`config.mk`:
```
export PLATFORM = sky130hd
export DESIGN_NAME = trap_ctrl
export DESIGN_NICKNAME = d
export VERILOG_FILES = /design/src/rtl/trap_ctrl.sv
export SDC_FILE = /design/constraint.sdc
export NUM_CORES = 1
export LEC_CHECK = 0
export ABC_AREA = 1
export BUFFER_PORTS_ARGS = -buffer_cell sky130_fd_sc_hd__buf_2
export CORE_AREA = 2 2 197 199
export CTS_BUF_LIST = sky130_fd_sc_hd__clkbuf_8
export DETAILED_ROUTE_END_ITERATION = 6
export DIE_AREA = 0 0 199 201
export MAX_ROUTING_LAYER = met4
export SYNTH_ARGS = -nofsm -noshare
export SYNTH_HDL_FRONTEND = slang
export SYNTH_SLANG_ARGS = --single-unit
```
`constraint.sdc`:
```
create_clock -name clk -period 1.5 [get_ports clk]
set_clock_uncertainty 0.05 [all_clocks]
set_input_delay 0 -clock clk [delete_from_list [all_inputs] [get_ports clk]]
set_output_delay 0 -clock clk [all_outputs]
set_load 0.02 [all_outputs]
```
`src/rtl/trap_ctrl.sv`:
```
module trap_ctrl #(
  parameter int XLEN      = 64,
  parameter int NIRQ      = 8,
  parameter int TIMER_IRQ = 7,
  parameter int CNT_W     = 32,
  parameter bit HAS_64    = 1'b1,
  parameter bit HAS_FP    = 1'b1,
  localparam int CW       = $clog2(16 + NIRQ)
) (
  input  logic             clk,
  input  logic             rst_n,
  input  logic [NIRQ-1:0]  irq_i,
  input  logic             fetch_i,
  input  logic             retire_i,
  input  logic             exc_valid_i,
  input  logic [CW-1:0]    exc_cause_i,
  input  logic [XLEN-1:0]  pc_i,
  input  logic [XLEN-1:0]  badaddr_i,
  input  logic             sr_we_i,
  input  logic [31:0]      sr_wdata_i,
  input  logic             evec_we_i,
  input  logic [XLEN-1:0]  evec_wdata_i,
  input  logic             cmp_we_i,
  input  logic [CNT_W-1:0] cmp_wdata_i,
  output logic             redirect_o,
  output logic [XLEN-1:0]  redirect_pc_o,
  output logic [CW-1:0]    cause_o,
  output logic [XLEN-1:0]  epc_o,
  output logic [XLEN-1:0]  badaddr_o,
  output logic [31:0]      sr_o,
  output logic             wide_o,
  output logic             err_o
);
  localparam int B_ET = 0, B_EF = 1, B_PS = 2, B_SV = 3, B_UX = 4, B_SX = 5, IM_LO = 8;
  localparam logic [31:0] IM_MASK = ((32'(1) << NIRQ) - 32'(1)) << IM_LO;
  localparam logic [31:0] SR_KEEP = IM_MASK | (32'(1) << B_ET) | (32'(1) << B_PS) | (32'(1) << B_SV)
                                  | (32'(HAS_FP) << B_EF)
                                  | (32'(HAS_64) << B_UX) | (32'(HAS_64) << B_SX);
  localparam logic [31:0] SR_RST  = (32'(1) << B_SV) | (32'(HAS_64) << B_SX);

  logic [31:0]      sr;
  logic [XLEN-1:0]  evec;
  logic [CNT_W-1:0] cnt, cmp;
  logic             tmr_pend;
  logic [NIRQ-1:0]  live;
  logic [CW-1:0]    irq_idx;
  logic             take;

  assign live = (irq_i | (NIRQ'(tmr_pend) << TIMER_IRQ)) & sr[IM_LO +: NIRQ];

  always_comb begin
    irq_idx = '0;
    for (int i = NIRQ - 1; i >= 0; i--)
      if (live[i]) irq_idx = CW'(i);
  end

  assign take          = !err_o && (exc_valid_i || (fetch_i && sr[B_ET] && |live));
  assign redirect_o    = take && sr[B_ET];
  assign redirect_pc_o = evec;
  assign sr_o          = sr;
  assign wide_o        = sr[B_SV] ? sr[B_SX] : sr[B_UX];

  always_ff @(posedge clk) begin
    if (!rst_n) begin
      sr        <= SR_RST;
      evec      <= '0;
      epc_o     <= '0;
      badaddr_o <= '0;
      cause_o   <= '0;
      cnt       <= '0;
      cmp       <= '0;
      tmr_pend  <= 1'b0;
      err_o     <= 1'b0;
    end else begin
      if (take && !sr[B_ET]) err_o <= 1'b1;
      if (redirect_o) begin
        sr        <= (sr & ~((32'(1) << B_ET) | (32'(1) << B_PS)))
                   | (32'(1) << B_SV) | (32'(sr[B_SV]) << B_PS);
        cause_o   <= exc_valid_i ? exc_cause_i : CW'(16) + irq_idx;
        epc_o     <= pc_i;
        badaddr_o <= badaddr_i;
      end else if (sr_we_i) begin
        sr <= sr_wdata_i & SR_KEEP;
      end
      if (evec_we_i) evec <= evec_wdata_i;
      if (retire_i) cnt <= cnt + 1'b1;
      if (cmp_we_i) begin
        cmp      <= cmp_wdata_i;
        tmr_pend <= 1'b0;
      end else if (retire_i && cnt == cmp) begin
        tmr_pend <= 1'b1;
      end
    end
  end
endmodule

```
Yosys cells after proc, flatten, opt, wreduce, memory -nomap -nowiden
Cells that the tools add are included.
{ "op_classes": {"n_addsub": 2, "n_eq_ne": 1, "n_mux": 12, "bitwise_logic": 4, "reduce_logical": 12} }
{ "ops": {"columns": ["cell", "n"], "rows": [
  ["$mux W32", 2],
  ["$add A32 B1 Y32 const B", 1],
  ["$eq A32 B32 Y1", 1],
  ["$or A32 B3 Y32", 1],
  ["$mux W3", 6],
  ["$mux W5", 3],
  ["$and A8 B8 Y8", 1],
  ["$or A8 B8 Y8", 1],
  ["$reduce_or A8 Y1", 1],
  ["$logic_and A1 B1 Y1", 6],
  ["$add A5 B5 Y5 const A", 1],
  ["$logic_not A1 Y1", 2],
  ["$reduce_bool A2 Y1", 1],
  ["$reduce_or A2 Y1", 1],
  ["$logic_or A1 B1 Y1", 1],
  ["$mux W1", 1],
  ["$not A1 Y1", 1]
]} }
{ "totals": {"regBits": 295, "input_bits": 277, "out_inout_bits": 232, "wordCells": 40} }

Longest topological paths before layout
Gate-level depths: netlist of run 1.
{ "depth": {"ltp_word": 12, "mapped_depth": 11} }

Worst setup path before layout of run 1
No wires, ideal clock.
{ "synth_path": {"kind": "flip-flop to flip-flop", "start": "register sr[0] (netlist: sr_o[0])", "end": "register badaddr_o[49]", "setup_time_ns": 0.143, "t_arrival_ns": 1.391, "setup_slack_ns": -0.084, "stages_incl_launch_ff": 9, "n_path_buf": 3, "path_cell_list": "dfxtp_1 nand2_1 a21oi_1 nand3_1 buf_4 buf_6 clkbuf_8 nand2_1 a21oi_2"} }
{ "synth_between": {"elab_chain_len": 5} }
{ "synth_rtl": {"columns": ["item", "line", "text"], "rows": [
  ["start, declared", "41", "logic [31:0] sr;"],
  ["start signal, assigned", "77", "sr <= (sr & ~((32'(1) << B_ET) | (32'(1) << B_PS)))"],
  ["start signal, assigned", "83", "sr <= sr_wdata_i & SR_KEEP;"],
  ["$logic_and A1 B1 Y1 (2 in a row)", "57", "assign take = !err_o && (exc_valid_i || (fetch_i && sr[B_ET] && |live));"],
  ["$logic_or A1 B1 Y1", "57", null],
  ["$logic_and A1 B1 Y1", "57", null],
  ["$logic_and A1 B1 Y1 *", "58", "assign redirect_o = take && sr[B_ET];"],
  ["end signal, assigned", "81", "badaddr_o <= badaddr_i;"],
  ["end, declared", "29", "output logic [XLEN-1:0] badaddr_o,"]
]} }
Mark *: on every way between the ends. The rest lies on a longest branch, timed or not.
A chain may end at the register's enable or synchronous reset.

Worst setup path in the final report of run 1
{ "layout_path": {"start": "register sr[10] (netlist: sr_o[10])", "end": "register badaddr_o[15]"} }
{ "layout_between": {"elab_chain_len": 6} }
{ "layout_rtl": {"columns": ["item", "line", "text"], "rows": [
  ["$and A8 B8 Y8", "49", "assign live = (irq_i | (NIRQ'(tmr_pend) << TIMER_IRQ)) & sr[IM_LO +: NIRQ];"],
  ["$reduce_or A8 Y1", "57", null],
  ["$logic_and A1 B1 Y1", "57", null],
  ["$logic_or A1 B1 Y1", "57", null],
  ["$logic_and A1 B1 Y1", "57", null],
  ["$logic_and A1 B1 Y1", "58", null]
]} }
No other way between the ends.

==> results by group, run 1 <==
Outcome
  • Status: finished, violations left
  • Failing checks: hold timing, setup timing

Clocking
  • Htree depth: 2
  • Max Buffers Root-to-Sink: 3
  • Root Buffer: clkbuf_8
  • CTS clk-pin slew, worst paths: 60 ps
  • Clk_lat worst skew: between 600 and 700 ps
  • Hold buffers post-CTS: slightly below 400
  • CTS tree: done
  • Clk sinks: between 200 and 300
  • Cts bufs inserted: just under 50

Critical path
  • CP delay by family, top: buffers and inverters
  • CP max stage delay: ~320 ps
  • Crit path kind: reg -> reg
  • Setup crit end kind: flop
  • Startpoint Class: flop
  • Top cell by count, worst path: nand2_2
  • CP Cell Sequence: nand2_2 > nand2_2 > nor2_4 > nand3_2 > nand2_2 > nor2_4 > buf_6 > buf_12 > buf_12 > buf_8 > buf_6 > nand2_2 > a21oi_2
  • CP Buf/Inv Count: 5
  • CP startpoint: sr_o[10]
  • Slowest cell on crit path: dfxtp_2
  • Reg2reg start: sr_o[10]
  • Worst Path Max Fanout: 6
  • Crit path DAT: about 2300 ps
  • WP data required: 1940 ps

GRT
  • Antenna violations before repair: 10
  • Pin count of the biggest net entering global routing: 65
  • Vias in the first global route: 14432
  • Total GRT Usage: about a quarter
  • Grt total ovfl: 0
  • Global-route wire length before repair: ~76 mm

Synthesis
  • Mux cell area share after synthesis: 0%
  • Syn Inst Count: roughly 1500
  • Post-Synth XOR/XNOR Area: 1.37%
  • Largest family of logic cells by synthesized area: simple AND/OR/NAND/NOR gates
  • EDFF count, synth: 0
  • Top_reg_cell synth: dfxtp_1
  • Avg Inst Size Synth: between 7 and 8 sq um
  • Ys Warns: 0
  • Library cells used by synthesis: 29
  • Compound-gate portion of the synthesized area: 15.8%
  • Post-Synth Simple-Gate Area: ~24%
  • Post-synth ARST share: 0%
  • Mapped cell area: 10900 sq um
  • Sequential area share after synthesis: between 50% and 60%
  • Synth Area in Adders: less than 1%
  • Post-synthesis register bit count: about 280

STA
  • Final setup vio count: ~180
  • Setup TNS: -32940 ps
  • Worst-Margin Slew: 594 ps
  • Slew Viols, Final: 0
  • Relative slew margins: 60.4%
  • Fin crit share: 122%
  • Final WS setup: -325 ps
  • Final worst path period need: between 1500 and 2000 ps
  • RSZ-0062 raised after global routing: true
  • Final hold vios: 1
  • Worst hold margin: -16.7 ps
  • FMAX: roughly 550 MHz

Detailed routing
  • Vias/cell: between 4 and 5
  • Routed vias: 13952
  • Final wirelength: slightly above 50 mm
  • WL per Instance: about 17 microns
  • TritonRoute pass-1 iters: 5
  • DRT iter0 DRCs: 752
  • Antenna-violating nets left: 0
  • DRC: 0

Die
  • Initial Util: ~29%
  • Die area: 40000 sq um
  • # rows: slightly above 70
  • IO Pins: about 510
  • Die H: about 200 microns
  • Core Area: about 38000 sq um
  • Die width: slightly below 200 microns

Power
  • Total power: 19.1 mW
  • Worst vdd ir: between 800 and 900 uV
  • Pleak: about 9.6 nW
  • P per Cell Area: approximately 910 nW/um^2

Final layout
  • Most frequent cells in the layout: buf_2, dlygate4sd3_1, dfxtp_1
  • Post-layout instance area: between 20000 and 25000 sq um
  • Nets: roughly 2700
  • Commonest non-fill, non-tap cell in the layout: buf_2
  • Syn-to-layout area delta: 93.2%
  • Layout cells sized above 1: 39.3%

Place
  • IO buf count: 472
  • Post-Place Cell Area: roughly 14000 sq um
  • DP HPWL: roughly 29 mm
  • Final Wtd Congestion: between 0.8 and 0.9
  • Setup slack at placement: -233 ps

Job
  • Max cap viols: 0

Worst hold path
  • Min-delay src: irq_i[3]
  • Min-delay worst type: in -> reg
## path summary, 6_finish.rpt
check / to / slack, ps / cells past startpoint
setup reg to reg: badaddr_o[15] / -320 / 13
hold / removal: cause_o[0] / -20 / 8
setup / recovery: badaddr_o[15] / -320 / 13
hold reg to reg: epc_o[60] / 410 / 2
## where the power goes
part	internal [mW]	switching, mW
combinational	1.71	1.69
sequential	7.67	0.187
clock	4.50	3.34
## through the flow
stage,instances,util (%)
after global routing,3001,55.2
after detailed placement,2471,38.0
after CTS,2984,53.6
final,3002,55.2
after global placement,2471,38.0
after floorplan,1468,-
## flip-flops by register name (all words and copies together), names as in the netlist
name / flops
sr_o: 14
tmr_pend: 1
cnt: 32
err_o: 1
redirect_pc_o: 64
cmp: 32
epc_o: 64
cause_o: 5
badaddr_o: 64
## cells in the mapped netlist, types with 2 or more instances
library cell / count / area share [%]
nand2_1: 366 / 13
dfxtp_1: 277 / 51
nor2_1: 239 / 8.2
a21oi_1: 134 / 6.2
o21ai_0: 133 / 6.1
inv_1: 67 / 2.3
clkbuf_1: 47 / 1.6
a21oi_2: 40 / 3.2
nand3_1: 33 / 1.5
buf_4: 24 / 1.7
buf_2: 20 / 0.92
nor3_1: 17 / 0.78
nand4_1: 12 / 0.69
xnor2_1: 10 / 0.80
xor2_1: 7 / 0.56
buf_6: 6 / 0.62
buf_1: 3 / 0.10
inv_2: 3 / 0.10
and3_1: 2 / 0.11
o21a_1: 2 / 0.14
## cells by family after synthesis
group | count (synthesis)
other cells | 1
simple gates | 672
flops | 277
xor+xnor | 17
compound gates | 312
buf+inv | 171
fa+ha+maj | 1
## worst register-to-register path, cell delays in order (launching register included)
cell     delay, ps
dfxtp_2        320
nand2_2         60
nand2_2         80
nor2_4         120
nand3_2        110
nand2_2        110
nor2_4          50
buf_6          110
buf_12         120
buf_12         140
buf_8          140
buf_6          140
nand2_2         80
a21oi_2         60
## routing by layer
| layer | vias up | global-route usage [%] | routed length (microns) |
|---|---|---|---|
| li1 | 6628 | - | - |
| met1 | 6470 | 26.9 | 19400 |
| met2 | 673 | 41.8 | 24700 |
| met3 | 181 | 6.28 | 3950 |
| met4 | 0 | 14.5 | 2920 |
| met5 | - | - | 0 |
## cell type report
type,instances,area (sq um)
multi-input combinational,1020,5390
tap,518,648
antenna,11,27.5
clock buffer,64,881
timing repair buffer,1018,8020
fill,3204,17100
sequential,277,5570
inverter,70,270
clock inverter,24,210
## repair_timing
| action | 4_1_cts | 5_1_grt |
|---|---|---|
| buffers inserted | 31 | 9 |
| gates resized for setup | 165 | 151 |
| cloned | 7 | 4 |
| endpoints found under the setup margin | 167 | 200 |
| pin swaps | 45 | 45 |
| endpoints found under the hold margin | 271 | 1 |
Note: power is estimated with default switching activity, not from simulation.
==> run 2: changes to the inputs <==
--- a/config.mk
+++ b/config.mk
@@ -11,7 +11,9 @@
 export CTS_BUF_LIST = sky130_fd_sc_hd__clkbuf_8
 export DETAILED_ROUTE_END_ITERATION = 6
 export DIE_AREA = 0 0 199 201
+export GPL_TIMING_DRIVEN = 0
 export MAX_ROUTING_LAYER = met4
+export RECOVER_POWER = 100
 export SYNTH_ARGS = -nofsm -noshare
 export SYNTH_HDL_FRONTEND = slang
 export SYNTH_SLANG_ARGS = --single-unit
==> run 2 against run 1 <==
The flow still finishes with violations (hold timing, setup timing). Register-to-register slack better by 30 ps. Die area unchanged. Total power is 5.6% lower. Sequential power is essentially flat. Via count fell by 5.7%. First-iteration DRC count fell by 11%. Combinational power down 13%. Final cell count down 4.4%. Final area is 10% lower. Worst hold slack got worse by 110 ps. Setup slack better by 34 ps. Largest cell class unchanged. Highest routed layer unchanged.
==> results by group, run 2 (synthesis results as in run 1) <==
Power
  • P per Cell Area: roughly 950 nW/um^2
  • Clk pwr share: between 40% and 50%
  • Sw power: 5.06 mW
  • Sw Ratio: between 20% and 30%
  • Worst vdd ir: between 600 and 700 uV
  • Seq pwr share: a little over two fifths
  • Comb pwr share: 16.4%
  • Internal power: ~13 mW
  • Pleak: 7.80 nW

Detailed routing
  • DRT iter0 DRCs: 671
  • WL per Instance: between 15 and 20 microns
  • DR top layer: met4
  • Routed vias: ~13000
  • TritonRoute pass-1 iters: 5
  • Met1 Routed Length: 19.2 mm
  • DRC: 0
  • Final wirelength: roughly 49 mm
  • Wire length on met2: around 24 mm
  • Vias/cell: around 4.6
  • Met3 WL: roughly 3.3 mm
  • Antenna-violating nets left: 0

STA
  • RSZ-0062 raised after global routing: true
  • FMAX: around 560 MHz
  • Final setup vio count: 171
  • Final hold vios: 1
  • Worst-Margin Slew: 938 ps
  • Worst hold margin: -129 ps
  • Fin crit share: 119%
  • Slew Viols, Final: 0
  • Final WS setup: -290 ps
  • Final worst path period need: 1790 ps
  • Relative slew margins: 37.5%

Final layout
  • Post-layout instance area: ~19000 sq um
  • Fillcell total: 3580
  • Layout Utilization: between 40 and 50%
  • Most frequent cells in the layout: nand2_1, dlygate4sd3_1, buf_2
  • Layout cells sized above 1: ~25%
  • Commonest non-fill, non-tap cell in the layout: nand2_1
  • Syn-to-layout area delta: 73.9%
  • Nets: about 2600

Critical path
  • Worst Path Max Fanout: 10
  • CP delay by family, top: buffers and inverters
  • Startpoint Class: flop
  • Crit path kind: reg -> reg
  • CP Buf/Inv Count: 3
  • CP max stage delay: 390 ps
  • Setup crit end kind: flop
  • WP data required: between 1500 and 2000 ps
  • Slowest cell on crit path: dfxtp_4
  • Reg2reg setup slack: -290 ps
  • Top cell by count, worst path: nand2_1
  • Crit path DAT: approximately 2300 ps
  • CP Cell Sequence: nand2_1 > a21oi_4 > nand2_4 > nor2_4 > buf_6 > buf_12 > buf_4 > nand2_1 > a21oi_2

Clocking
  • CTS tree: done
  • Htree depth: 2
  • Clk_lat worst skew: 620 ps
  • Max Buffers Root-to-Sink: 3
  • CTS clk-pin slew, worst paths: ~60 ps
  • Root Buffer: clkbuf_8
  • Cts bufs inserted: 47
  • Clk sinks: 277

Die
  • # rows: 72
  • Die width: approximately 200 microns
  • IO Pins: a little over 500
  • Initial Util: between 20% and 30%
  • Die H: ~200 microns
  • Core Area: ~38000 sq um
  • Die area: 40000 sq um

Place
  • Post-Place Cell Area: approximately 14000 sq um
  • DP HPWL: around 32 mm
  • IO buf count: between 400 and 500
  • Final Wtd Congestion: approximately 0.94

Outcome
  • Failing checks: hold timing, setup timing
  • Status: finished, violations left

GRT
  • Global-route wire length before repair: ~70 mm
  • Antenna violations before repair: 3
  • Pin count of the biggest net entering global routing: 13
  • Grt total ovfl: 0
  • Total GRT Usage: 23.3%
  • Vias in the first global route: roughly 13000

Job
  • Max cap viols: 0

Worst hold path
  • Min-delay worst type: in -> reg
-- run 2: final cells by class --
class	instances	area, sq um	share of cell area (%)
Sequential cell	277	5590	29.5
Timing Repair Buffer	796	5550	29.4
Multi-Input combinational cell	1020	5060	26.8
Clock buffer	63	867	4.58
Buffer	100	771	4.07
Tap cell	518	648	3.43
Inverter	70	275	1.46
Clock inverter	23	143	0.754
Antenna cell	3	7.51	0.0397
-- run 2: power groups by stage --
| stage | registers (mW) | clock network (mW) | logic (mW) |
|---|---|---|---|
| finish | 7.85 | 7.22 | 2.95 |
| global placement | 7.98 | 0 | 2.03 |
| global route | 7.88 | 7.66 | 3.17 |
| detailed placement | 7.99 | 0 | 2.04 |
| CTS | 7.84 | 7.35 | 2.85 |
| floorplan | 8.26 | 0 | 0.817 |
-- run 2: stage by stage --
stage / instances / worst slack, ps / setup TNS, ps / total power [mW]
after floorplan: 1468 / 4.37 / 0 / 9.08
after global placement: 2455 / -1020 / -112410 / 10.0
after detailed placement: 2455 / -1030 / -115140 / 10.0
after CTS: 2845 / -368 / -34760 / 18.0
after global routing: 2870 / -384 / -49440 / 18.7
final: 2870 / -290 / -32800 / 18.0
-- run 2: worst paths after layout --
| path | startpoint | to | cells past startpoint |
|---|---|---|---|
| min | irq_i[3] | cause_o[0] | 7 |
| max reg2reg | sr_o[0] | badaddr_o[56] | 9 |
| min reg2reg | epc_o[12] | epc_o[12] | 2 |
| max | sr_o[0] | badaddr_o[56] | 9 |
-- run 2: repair_timing --
action                                  in CTS  in global routing
gates resized for setup                    128                122
hold buffers                               287                  2
endpoints found under the hold margin      266                  2
gates cloned                                 4                  9
endpoints found under the setup margin     175                181
pin swaps                                   11                 28
setup buffers                               13                 12
-- run 2: worst reg2reg max path: cells and delay by family, from the launching register on --
family,cells,cell delay [ps]
AO/OA/AOI/OAI,2,310
buffers and inverters,3,550
AND/OR/NAND/NOR,4,390
flip-flops,1,390
-- run 2: routing by layer --
layer  GRT usage [%]  vias up
met5               -        -
met4            12.6        0
met3            5.17      116
met2            40.1      576
met1            24.7     6104
li1                -     6364
